<file path="config.mk">
export PLATFORM = sky130hd
export DESIGN_NAME = clk_throttle
export DESIGN_NICKNAME = d
export VERILOG_FILES = /design/src/rtl/ctt_pkg.sv /design/src/rtl/ctt_regs.sv /design/src/rtl/ctt_ctrl.sv /design/src/rtl/ctt_dp.sv /design/src/rtl/clk_throttle.sv
export SDC_FILE = /design/constraint.sdc
export NUM_CORES = 1
export LEC_CHECK = 0
export BUFFER_PORTS_ARGS = -buffer_cell sky130_fd_sc_hd__buf_2
export CORE_UTILIZATION = 50
export DETAILED_ROUTE_END_ITERATION = 8
export HOLD_SLACK_MARGIN = 0.06
export PLACE_DENSITY_LB_ADDON = 0.05
export SYNTH_ARGS = -nofsm -noshare
export SYNTH_HDL_FRONTEND = slang
export SYNTH_SLANG_ARGS = --single-unit
</file>
<file path="constraint.sdc">
create_clock -name clk -period 2.7 [get_ports clk]
set_clock_uncertainty 0.1 [all_clocks]
set_input_delay 0.405 -clock clk [delete_from_list [all_inputs] [get_ports clk]]
set_output_delay 0.405 -clock clk [all_outputs]
set_load 0.01 [all_outputs]
</file>
<file path="src/rtl/ctt_pkg.sv">
package ctt_pkg;
  localparam logic [7:0] IDX_HSCLK = 8'h61;
  localparam logic [7:0] IDX_CTRL  = 8'h77;
  localparam logic [7:0] IDX_TIMER = 8'h9F;
  localparam int HSCLK_BIT = 6;
  localparam int FEAT_BIT  = 3;

  typedef struct packed {
    logic advance;
    logic clear;
    logic enterLow;
    logic exitLow;
  } cttStrobe_t;
endpackage

</file>
<file path="src/rtl/ctt_regs.sv">
module ctt_regs
  import ctt_pkg::*;
#(
  parameter int ADDR_W = 8,
  parameter int CNT_W  = 4
) (
  input  logic                clk,
  input  logic                rstN,
  input  logic                regWrEn,
  input  logic [ADDR_W-1:0]   regAddr,
  input  logic [2*CNT_W-1:0]  regWrData,
  output logic [2*CNT_W-1:0]  regRdData,
  output logic                hsClkEn,
  output logic                featEn,
  output logic [CNT_W-1:0]    trigPeriod,
  output logic [CNT_W-1:0]    durPeriod
);
  localparam int DATA_W = 2 * CNT_W;

  logic [DATA_W-1:0] hsClkReg, ctrlReg, timerReg;

  always_ff @(posedge clk) begin
    if (!rstN) begin
      hsClkReg <= '0;
      ctrlReg  <= '0;
      timerReg <= '0;
    end else if (regWrEn) begin
      if (regAddr == ADDR_W'(IDX_HSCLK)) hsClkReg <= regWrData;
      if (regAddr == ADDR_W'(IDX_CTRL))  ctrlReg  <= regWrData;
      if (regAddr == ADDR_W'(IDX_TIMER)) timerReg <= regWrData;
    end
  end

  always_comb begin
    unique case (regAddr)
      ADDR_W'(IDX_HSCLK): regRdData = hsClkReg;
      ADDR_W'(IDX_CTRL):  regRdData = ctrlReg;
      ADDR_W'(IDX_TIMER): regRdData = timerReg;
      default:            regRdData = '0;
    endcase
  end

  assign hsClkEn    = hsClkReg[HSCLK_BIT];
  assign featEn     = ctrlReg[FEAT_BIT];
  assign trigPeriod = timerReg[DATA_W-1:CNT_W];
  assign durPeriod  = timerReg[CNT_W-1:0];
endmodule

</file>
<file path="src/rtl/ctt_ctrl.sv">
module ctt_ctrl
  import ctt_pkg::*;
(
  input  logic       clk,
  input  logic       rstN,
  input  logic       active,
  input  logic       refreshTick,
  input  logic       cntHit,
  output cttStrobe_t strobes,
  output logic       lowSpeed
);
  always_comb begin
    strobes = '0;
    if (!active) begin
      if (!lowSpeed) begin
        strobes.clear = 1'b1;
      end else if (refreshTick) begin
        strobes.exitLow = 1'b1;
        strobes.clear   = 1'b1;
      end
    end else if (refreshTick) begin
      if (cntHit) begin
        strobes.clear    = 1'b1;
        strobes.enterLow = !lowSpeed;
        strobes.exitLow  = lowSpeed;
      end else begin
        strobes.advance = 1'b1;
      end
    end
  end

  always_ff @(posedge clk) begin
    if (!rstN) lowSpeed <= 1'b0;
    else if (strobes.enterLow) lowSpeed <= 1'b1;
    else if (strobes.exitLow) lowSpeed <= 1'b0;
  end

  AST_RISE_ON_TICK: assert property (@(posedge clk) disable iff (!rstN)
    $rose(lowSpeed) |-> $past(refreshTick));
  AST_FALL_ON_TICK: assert property (@(posedge clk) disable iff (!rstN)
    $fell(lowSpeed) |-> $past(refreshTick));
  AST_ENTER_ONLY_ACTIVE: assert property (@(posedge clk) disable iff (!rstN)
    $rose(lowSpeed) |-> $past(active));
endmodule

</file>
<file path="src/rtl/ctt_dp.sv">
module ctt_dp
  import ctt_pkg::*;
#(
  parameter int CNT_W = 4
) (
  input  logic             clk,
  input  logic             rstN,
  input  cttStrobe_t       strobes,
  input  logic             lowSpeed,
  input  logic [CNT_W-1:0] trigPeriod,
  input  logic [CNT_W-1:0] durPeriod,
  output logic             cntHit
);
  localparam int EXT_W = CNT_W + 1;

  logic [CNT_W-1:0] tickCnt;
  logic [CNT_W-1:0] target;
  logic [EXT_W-1:0] nextCnt;

  assign target  = lowSpeed ? durPeriod : trigPeriod;
  assign nextCnt = EXT_W'(tickCnt) + EXT_W'(1);
  assign cntHit  = nextCnt >= EXT_W'(target);

  always_ff @(posedge clk) begin
    if (!rstN) tickCnt <= '0;
    else if (strobes.clear) tickCnt <= '0;
    else if (strobes.advance) tickCnt <= nextCnt[CNT_W-1:0];
  end

  AST_ADV_CLR_EXCL: assert property (@(posedge clk) disable iff (!rstN)
    $onehot0({strobes.advance, strobes.clear}));
  AST_ENTER_NEEDS_HIT: assert property (@(posedge clk) disable iff (!rstN)
    strobes.enterLow |-> cntHit);
endmodule

</file>
<file path="src/rtl/clk_throttle.sv">
module clk_throttle
  import ctt_pkg::*;
#(
  parameter int ADDR_W  = 8,
  parameter int CNT_W   = 4,
  parameter int MODE_W  = 2,
  parameter int HS_MODE = 0
) (
  input  logic                clk,
  input  logic                rstN,
  input  logic                regWrEn,
  input  logic [ADDR_W-1:0]   regAddr,
  input  logic [2*CNT_W-1:0]  regWrData,
  output logic [2*CNT_W-1:0]  regRdData,
  input  logic [MODE_W-1:0]   pmuMode,
  input  logic                refreshTick,
  output logic                clkSelFast,
  output logic                lowSpeedActive
);
  logic hsClkEn, featEn, modeIsHs, active, lowSpeed, cntHit;
  logic [CNT_W-1:0] trigPeriod, durPeriod;
  cttStrobe_t strobes;

  ctt_regs #(.ADDR_W(ADDR_W), .CNT_W(CNT_W)) regs_i (
    .clk(clk), .rstN(rstN), .regWrEn(regWrEn), .regAddr(regAddr),
    .regWrData(regWrData), .regRdData(regRdData), .hsClkEn(hsClkEn),
    .featEn(featEn), .trigPeriod(trigPeriod), .durPeriod(durPeriod)
  );

  assign modeIsHs = pmuMode == MODE_W'(HS_MODE);
  assign active   = featEn && hsClkEn && modeIsHs
                    && (trigPeriod != '0) && (durPeriod != '0);

  ctt_ctrl ctrl_i (
    .clk(clk), .rstN(rstN), .active(active), .refreshTick(refreshTick),
    .cntHit(cntHit), .strobes(strobes), .lowSpeed(lowSpeed)
  );

  ctt_dp #(.CNT_W(CNT_W)) dp_i (
    .clk(clk), .rstN(rstN), .strobes(strobes), .lowSpeed(lowSpeed),
    .trigPeriod(trigPeriod), .durPeriod(durPeriod), .cntHit(cntHit)
  );

  assign clkSelFast     = hsClkEn && !(lowSpeed && modeIsHs);
  assign lowSpeedActive = lowSpeed;
endmodule

</file>
== Word level (Yosys, flattened, before mapping) ==
Cells that the tools add are included.
Cells by class
  add/sub/neg operators: 1
  multiply operators: 0
  div/mod/pow operators: 0
  magnitude comparators: 1
  equality and inequality tests: 3
  shift operators: 0
  mux-type cells: 14
  bitwise logic cells: 1
  reductions and logical operators: 16
Operators with widths (number)
  $pmux W8 S3: 1
  $eq A8 B7 Y1 const B: 2
  $mux W1: 10
  $eq A8 B8 Y1 const B: 1
  $mux W4: 2
  $reduce_bool A4 Y1: 2
  $logic_and A1 B1 Y1: 6
  $reduce_and A2 Y1: 3
  $add A4 B1 Y5 const B: 1
  $ge A5 B4 Y1: 1
  $mux W3: 1
  $logic_not A1 Y1: 2
  $logic_not A2 Y1: 1
  $reduce_bool A2 Y1: 1
  $reduce_or A2 Y1: 1
  $not A1 Y1: 1
Word-level totals
  register bits: 29
  latch bits: 0
  memory bits (writable): 0
  memory bits (read-only): 0
  bits of input ports: 22
  output and inout port bits: 10
  logic and storage cells: 41
  memories kept: 0

== Logic depth before layout (Yosys ltp) ==
Gate-level depths: netlist (run 1).
  word-level depth: 7
  depth in mapped cells: 8
  depth with buffers taken out: 7

== By module ==
Synthesis (run 1) repeated with hierarchy kept, for this count alone.
Second synthesis, totals
  cell total of the unflattened synthesis: 172
  area, all modules: 1542.7 um^2
By module, submodules not included
  ctt_regs: instances 1, cells each 124, area each 1117.3 um^2, sequential area each 480.5 um^2
  ctt_dp: instances 1, cells each 32, area each 310.3 um^2, sequential area each 80.1 um^2
  ctt_ctrl: instances 1, cells each 10, area each 78.8 um^2, sequential area each 20.0 um^2
  clk_throttle: instances 1, cells each 6, area each 36.3 um^2, sequential area each 0.0 um^2

== Worst setup path before layout (run 1) ==
No wires, ideal clock.
  path type: register to register
  start: register ctrl_i.lowSpeed
  end: register ctrl_i.lowSpeed
  setup time: 134 ps
  arrival time: 2013 ps
  required time: 2466 ps
  setup slack: 453 ps
  cell stages (with the launch flop): 9
  buffers on the path: 1
  clock period less this slack: 2247 ps
  cells stage by stage: dfxtp_1 > clkbuf_1 > mux2_2 > ha_1 > nand2b_1 > a211oi_1 > o21ai_0 > a31oi_1 > a21oi_1
On the way
  longest elaborated chain between the ends: 6
  elaborated cells on any way between the ends: 10
  classes of those cells: 1 x order compare; 7 x mux; 2 x reduce/logical
Ends and longest elaborated chain
  start: declaration: RTL line ctt_ctrl.sv:10  | output logic lowSpeed
  start signal: assignment: RTL line ctt_ctrl.sv:33  | if (!rstN) lowSpeed <= 1'b0;
  start signal: assignment: RTL line ctt_ctrl.sv:34  | else if (strobes.enterLow) lowSpeed <= 1'b1;
  start signal: assignment: RTL line ctt_ctrl.sv:35  | else if (strobes.exitLow) lowSpeed <= 1'b0;
  $mux W4: RTL line ctt_dp.sv:20  | assign target = lowSpeed ? durPeriod : trigPeriod;
  $ge A5 B4 Y1: RTL line ctt_dp.sv:22  | assign cntHit = nextCnt >= EXT_W'(target);
  $mux W3: RTL line ctt_ctrl.sv:22  | if (cntHit) begin
  $mux W4: RTL line ctt_ctrl.sv:21  | end else if (refreshTick) begin
  $mux W1: RTL line ctt_ctrl.sv:14  | if (!active) begin
  $mux W1 or $reduce_bool A2 Y1 (tied branches)
Parallel ways exist; a longest one is shown, timed or not.
A chain may end at the register's enable or synchronous reset.

== Final worst setup path (run 1) ==
  start: register ctrl_i.lowSpeed
  end: register dp_i.tickCnt[0]
On the way
  longest elaborated chain between the ends: 6
  elaborated cells on any way between the ends: 9
  classes of those cells: 1 x order compare; 7 x mux; 1 x reduce/logical
Ends and longest elaborated chain
  $mux W4: RTL line ctt_dp.sv:20
  $ge A5 B4 Y1: RTL line ctt_dp.sv:22
  $mux W3: RTL line ctt_ctrl.sv:22
  $mux W4: RTL line ctt_ctrl.sv:21
  $mux W1: RTL line ctt_ctrl.sv:14
  $reduce_or A2 Y1 (no source line)
  end signal: assignment: RTL line ctt_dp.sv:27  | else if (strobes.advance) tickCnt <= nextCnt[CNT_W-1:0];
  end: declaration: RTL line ctt_dp.sv:16  | logic [CNT_W-1:0] tickCnt;
Parallel ways exist; a longest one is shown, timed or not.

==> results of run 1 <==
per-layer routing:
| layer | wire (µm) | GRT usage, % | up-vias |
|---|---|---|---|
| li1 | - | - | 720 |
| met1 | 1459 | 27.37 | 676 |
| met2 | 1685 | 39.57 | 42 |
| met3 | 161 | 4.688 | 7 |
| met4 | 51 | 10.20 | 0 |
| met5 | 0 | 0 | - |
layout make-up:
cell class | count | area share, %
clock buffer | 7 | 3.041
sequential | 29 | 32.07
multi-input combinational | 128 | 48.79
inverter | 10 | 2.073
timing repair buffer | 35 | 10.23
tap | 31 | 2.142
clock inverter | 1 | 1.659
power by group through the flow:
stage,Clock (mW),Sequential (mW),Combinational (mW)
after floorplan,0,0.438,0.0245
after global placement,0,0.438,0.0469
after detailed placement,0,0.438,0.0485
after CTS,0.372,0.428,0.0489
after global routing,0.401,0.428,0.0533
final,0.368,0.428,0.0489
through the flow:
step,area [µm²],util [%],std cells
3_3_place_gp,1725,60.48,233
3_5_place_dp,1725,60.48,233
5_1_grt,1810,63.46,241
2_1_floorplan,1565,-,178
6_report,1810,63.46,241
4_1_cts,1810,63.46,241
sequential cells by signal, summed over array words and instances, names as in the netlist:
signal           flops
ctrl_i.lowSpeed      1
dp_i.tickCnt         4
regs_i.ctrlReg       8
regs_i.hsClkReg      8
regs_i.timerReg      8
worst max-delay path, stage by stage, from the launching register on:
cell	delay, ns
dfxtp_1	0.36
mux2_2	0.34
ha_1	0.26
nand2b_1	0.14
a211oi_1	0.30
o21ai_0	0.17
o32ai_1	0.15
and2_1	0.17
cell families (layout without fill, tap and decap cells):
family	count (synthesis)	count (layout)	synth area share, %
buf+inv	21	53	6.476
fa+ha+maj	5	5	3.997
xor+xnor	2	2	1.119
compound gates	45	45	22.70
mux	5	5	3.277
flops	29	29	37.09
simple gates	71	71	25.34
worst max path at each step:
stage,end,depth (start not counted),slack (ns),from
2_1_floorplan,ctrl_i.lowSpeed,8,0.45,ctrl_i.lowSpeed
3_3_place_gp,ctrl_i.lowSpeed,7,0.71,ctrl_i.lowSpeed
3_5_place_dp,ctrl_i.lowSpeed,7,0.68,ctrl_i.lowSpeed
4_1_cts,ctrl_i.lowSpeed,7,0.66,ctrl_i.lowSpeed
5_1_grt,dp_i.tickCnt[0],7,0.53,ctrl_i.lowSpeed
6_report,dp_i.tickCnt[0],7,0.66,ctrl_i.lowSpeed
layout by cell type, fill, tap and decap left out, drive strengths merged, types with 2 or more instances in the layout:
master and instances:
inv 10, a21oi 2, nand2b 2, o21ai 2, a222oi 8, a32o 2
dfxtp 29, nor2 3, buf 35, nand4bb 2, a21boi 25, clkbuf 7
mux2i 4, nor4 4, nand2 29, a31oi 2, ha 5, nand3 26
==> results.py, run 1 <==
metrics = {
    "synthesis": {
        "yosysTopAreaCell": "dfxtp_1",
        "synth_area_leaders": "dfxtp_1 (37%), a21boi_0 (12%), nand3_1 (8.3%)",
        "synthTopCellsByCount": "dfxtp_1 (29), nand2_1 (29), nand3_1 (26), a21boi_0 (24), inv_1 (10)",
        "synth_area_um2": 1565,
        "async_flop_share_pct": 0,
        "yosysTopAreaCellShare_pct": 37.09,
        "synth_edf_count": 0,
        "synth_area_per_cell_um2": 8.794,
        "netlist_instances": 178,
        "seq_area_frac_synth_pct": 37.09,
        "synthDistinctLibCells": 35,
        "yosysWarnings": 0,
        "ys.flop_type": "dfxtp_1",
        "synth.ff_latch_count": 29,
        "synth_fp_nets": 205,
    },
    "status": {
        "status": "finished with violations",
        "violations": "DRC",
    },
    "die": {
        "coreArea_um2": 2853,
        "dieArea_um2": 3358,
        "fp.dieH_um": 57.95,
        "rows": 19,
        "ios": 32,
        "initial_core_util_pct": 54.87,
        "die_w_um": 57.95,
    },
    "clock_network": {
        "cts.sinks": 29,
        "cts_setup_buffers": 0,
        "path_clk_slew_ns": 0.09,
        "hold_buffers": 0,
        "clockBufferDepth": 2,
        "clock_latency_ns": 0.32,
        "post_cts_resized": 0,
        "htreeDepth": 2,
        "cts-root-buf": "clkbuf_4",
        "cts_tree": "yes",
        "numCtsBuffers": 5,
    },
    "layout": {
        "antenna_cells": 0,
        "nFillCells": 261,
        "area_growth_pct": 15.67,
        "drive_gt1_share_pct": 22.38,
        "multi_input_comb_area_um2": 883.3,
        "final_nets": 236,
        "register_area_um2": 580.6,
    },
    "sta": {
        "period_share_pct": 75.70,
        "tns_ns": 0,
        "maxSlewViolCount": 0,
        "hold_viol_final": 0,
        "fmax_ghz": 0.4893,
        "max_slew_margin_pct": 69.95,
        "fin_ws_ns": 0.6561,
        "setup_viol": 0,
        "grt_setup_unrepaired": "false",
        "worst_slew_pin_slew_ns": 0.4467,
        "fin_crit_ns": 2.044,
        "fin_hold_ws_ns": 0.2532,
    },
    "global_routing": {
        "grt_overflow": 0,
        "grt_pass1_wl_um": 5934,
        "grt_pass1_vias": 1346,
        "grt_max_degree": 29,
        "gr-usage-all-layers_pct": 22.91,
        "antenna_found_initial": 0,
    },
    "worst_hold_path": {
        "hold_path.class": "in2reg",
        "holdPathStages": 3,
        "hp-start": "regWrData[3]",
        "min_to": "regs_i.timerReg[3]",
    },
    "drt": {
        "routedWlPerCell_um": 13.93,
        "drc": 1,
        "routed_wl_um": 3358,
        "drtIter0Drc": 142,
        "vias_per_cell": 5.996,
        "drtPass1Iterations": 7,
        "ant_nets": 0,
        "via_count": 1445,
    },
    "power": {
        "powerDensity_nw_per_um2": 466.6,
        "p_int_uw": 669.8,
        "comb_power_share_pct": 5.8,
        "vdd_drop_max_mv": 0.2720,
        "power.total_uw": 844.7,
        "p_clk_share_pct": 43.5,
        "total_leakage_power_nw": 0.7335,
        "power_frac_seq_pct": 50.7,
        "p_sw_share_pct": 20.71,
        "switchingPower_uw": 175.0,
    },
    "placement": {
        "gp_congestion": 0.8643,
        "portBuffers": 31,
        "pre_cts_slack_ns": 0.6830,
        "dp_hpwl_um": 2417,
    },
    "critical_path": {
        "reg2reg_depth": 7,
        "end_kind": "register",
        "r2r_end": "dp_i.tickCnt[0]",
        "cp_max_fo": 2,
        "cp-start-kind": "register",
        "worstSetupPathType": "reg2reg",
        "r2r-start": "ctrl_i.lowSpeed",
        "critical_path_arrival_ns": 2.22,
        "cp_data_required_time_ns": 2.87,
        "rrSetupSlack_ns": 0.66,
    },
    "run": {
        "maxCapViolCount": 0,
    },
}
(Power assumes the default switching activity.)
==> inputs of run 2 (changes only) <==
Settings changed: CORE_UTILIZATION 50 to 48.
Clock period 2.7 ns to 1.8 ns, I/O delays scaled along.
==> results.py, run 2 (synthesis results as in run 1) <==
metrics = {
    "status": {
        "status": "finished with violations",
        "violations": "setup timing",
    },
    "global_routing": {
        "grt_overflow": 0,
        "gr-usage-all-layers_pct": 22.93,
        "antenna_found_initial": 0,
        "grt_max_degree": 28,
        "grt_pass1_wl_um": 5920,
        "grt_pass1_vias": 1374,
    },
    "drt": {
        "drtIter0Drc": 63,
        "via_count": 1456,
        "drtPass1Iterations": 4,
        "ant_nets": 0,
        "routed_wl_um": 3637,
        "drc": 0,
        "routedWlPerCell_um": 14.04,
        "vias_per_cell": 5.622,
    },
    "placement": {
        "dp_hpwl_um": 2558,
        "dpl_cell_area_um2": 1834,
        "pre_cts_slack_ns": -0.1233,
        "dp.cells": 251,
        "gp_congestion": 0.8225,
        "portBuffers": 31,
    },
    "sta": {
        "grt_setup_unrepaired": "true",
        "maxSlewViolCount": 0,
        "hold_viol_final": 0,
        "period_share_pct": 104.2,
        "fin_hold_ws_ns": 0.1115,
        "worst_slew_pin_slew_ns": 0.4819,
        "fin_ws_ns": -0.07540,
        "fmax_ghz": 0.5332,
        "fin_crit_ns": 1.875,
        "max_slew_margin_pct": 67.87,
        "tns_ns": -0.1912,
        "setup_viol": 4,
    },
    "die": {
        "die_w_um": 59.11,
        "rows": 20,
        "dieArea_um2": 3493,
        "initial_core_util_pct": 50.85,
        "ios": 32,
        "coreArea_um2": 3078,
        "fp.dieH_um": 59.11,
    },
    "critical_path": {
        "cp_cell_sequence": "mux2_4, ha_4, nand2b_4, a211oi_4, o211a_1, a21oi_1, a21oi_1",
        "path_delay_family": "compound AO/OA/AOI/OAI gates",
        "cpPeakStageDelay_ns": 0.35,
        "cp_slowest_cell": "dfxtp_2",
        "cp-start-kind": "register",
        "rrSetupSlack_ns": -0.08,
        "critPathBufInv": 0,
        "cp_max_fo": 4,
        "worstSetupPathType": "reg2reg",
        "cp_data_required_time_ns": 1.96,
        "critPathMostFrequentCell": "a21oi_1",
        "critical_path_arrival_ns": 2.03,
        "end_kind": "register",
    },
    "layout": {
        "drive_gt1_share_pct": 30.70,
        "antenna_cells": 0,
        "register_area_um2": 585.6,
        "final_area_um2": 1961,
        "multi_input_comb_area_um2": 953.4,
        "largestRegisters": "regs_i.ctrlReg (8), regs_i.hsClkReg (8), regs_i.timerReg (8)",
        "final_common_cell": "buf_2",
        "mostFrequentLayoutCells": "buf_2 (31), nand2_1 (29), nand3_1 (26), dfxtp_1 (25), a21boi_0 (24)",
        "nFillCells": 283,
        "area_growth_pct": 25.26,
        "final_nets": 241,
        "instances_no_fill": 259,
    },
    "clock_network": {
        "path_clk_slew_ns": 0.09,
        "cts-root-buf": "clkbuf_4",
        "clockBufferDepth": 2,
        "htreeDepth": 2,
        "hold_buffers": 0,
        "cts_setup_buffers": 0,
        "clock_latency_ns": 0.33,
        "numCtsBuffers": 5,
        "cts_tree": "yes",
        "cts.sinks": 29,
    },
    "run": {
        "maxCapViolCount": 0,
    },
    "worst_hold_path": {
        "hold_path.class": "in2reg",
    },
    "power": {
        "total_leakage_power_nw": 0.7655,
        "powerDensity_nw_per_um2": 598.1,
        "vdd_drop_max_mv": 0.4418,
    },
}
==> run 2: cell type report <==
cell class	instances	area share, %
tap	44	2.808
multi-input combinational	128	48.63
clock buffer	7	3.318
sequential	29	29.87
timing repair buffer	40	13.21
inverter	10	1.914
clock inverter	1	0.2553
==> run 2: per-stage QoR <==
step,power (mW),utilization [%]
5_1_grt,1.221,63.70
6_report,1.173,63.70
3_3_place_gp,0.7305,59.59
3_5_place_dp,0.7330,59.59
2_1_floorplan,0.6939,-
4_1_cts,1.190,62.76
==> run 2: path summary, 6_finish.rpt <==
path / to / start / cells after the start
worst min-delay path: regs_i.hsClkReg[7] / regWrData[7] / 3
worst max-delay path: ctrl_i.lowSpeed / ctrl_i.lowSpeed / 7
worst min register to register: regs_i.hsClkReg[7] / regs_i.hsClkReg[7] / 2
worst max register to register: ctrl_i.lowSpeed / ctrl_i.lowSpeed / 7
==> run 2: timing repair <==
| action | in CTS | in global routing |
|---|---|---|
| pin swaps | 1 | 6 |
| gates resized for setup | 8 | 7 |
| endpoints found under the setup margin | 5 | 7 |
==> run 2: metal layers <==
layer	wire (µm)	GRT usage, %
met1	1601	26.50
met2	1853	40.26
met3	131	5.459
met4	51	9.864
met5	0	0
==> run 2: tightest hold or removal path, cell delays in order <==
cell and delay, ns:
buf_2 0.11, nand3_1 0.05, a21boi_0 0.06
==> run 2: power breakdown <==
group	internal, mW	switching (mW)	total, mW
Sequential	0.642	0.000466	0.642
Combinational	0.0335	0.0437	0.0772
Clock	0.226	0.227	0.453
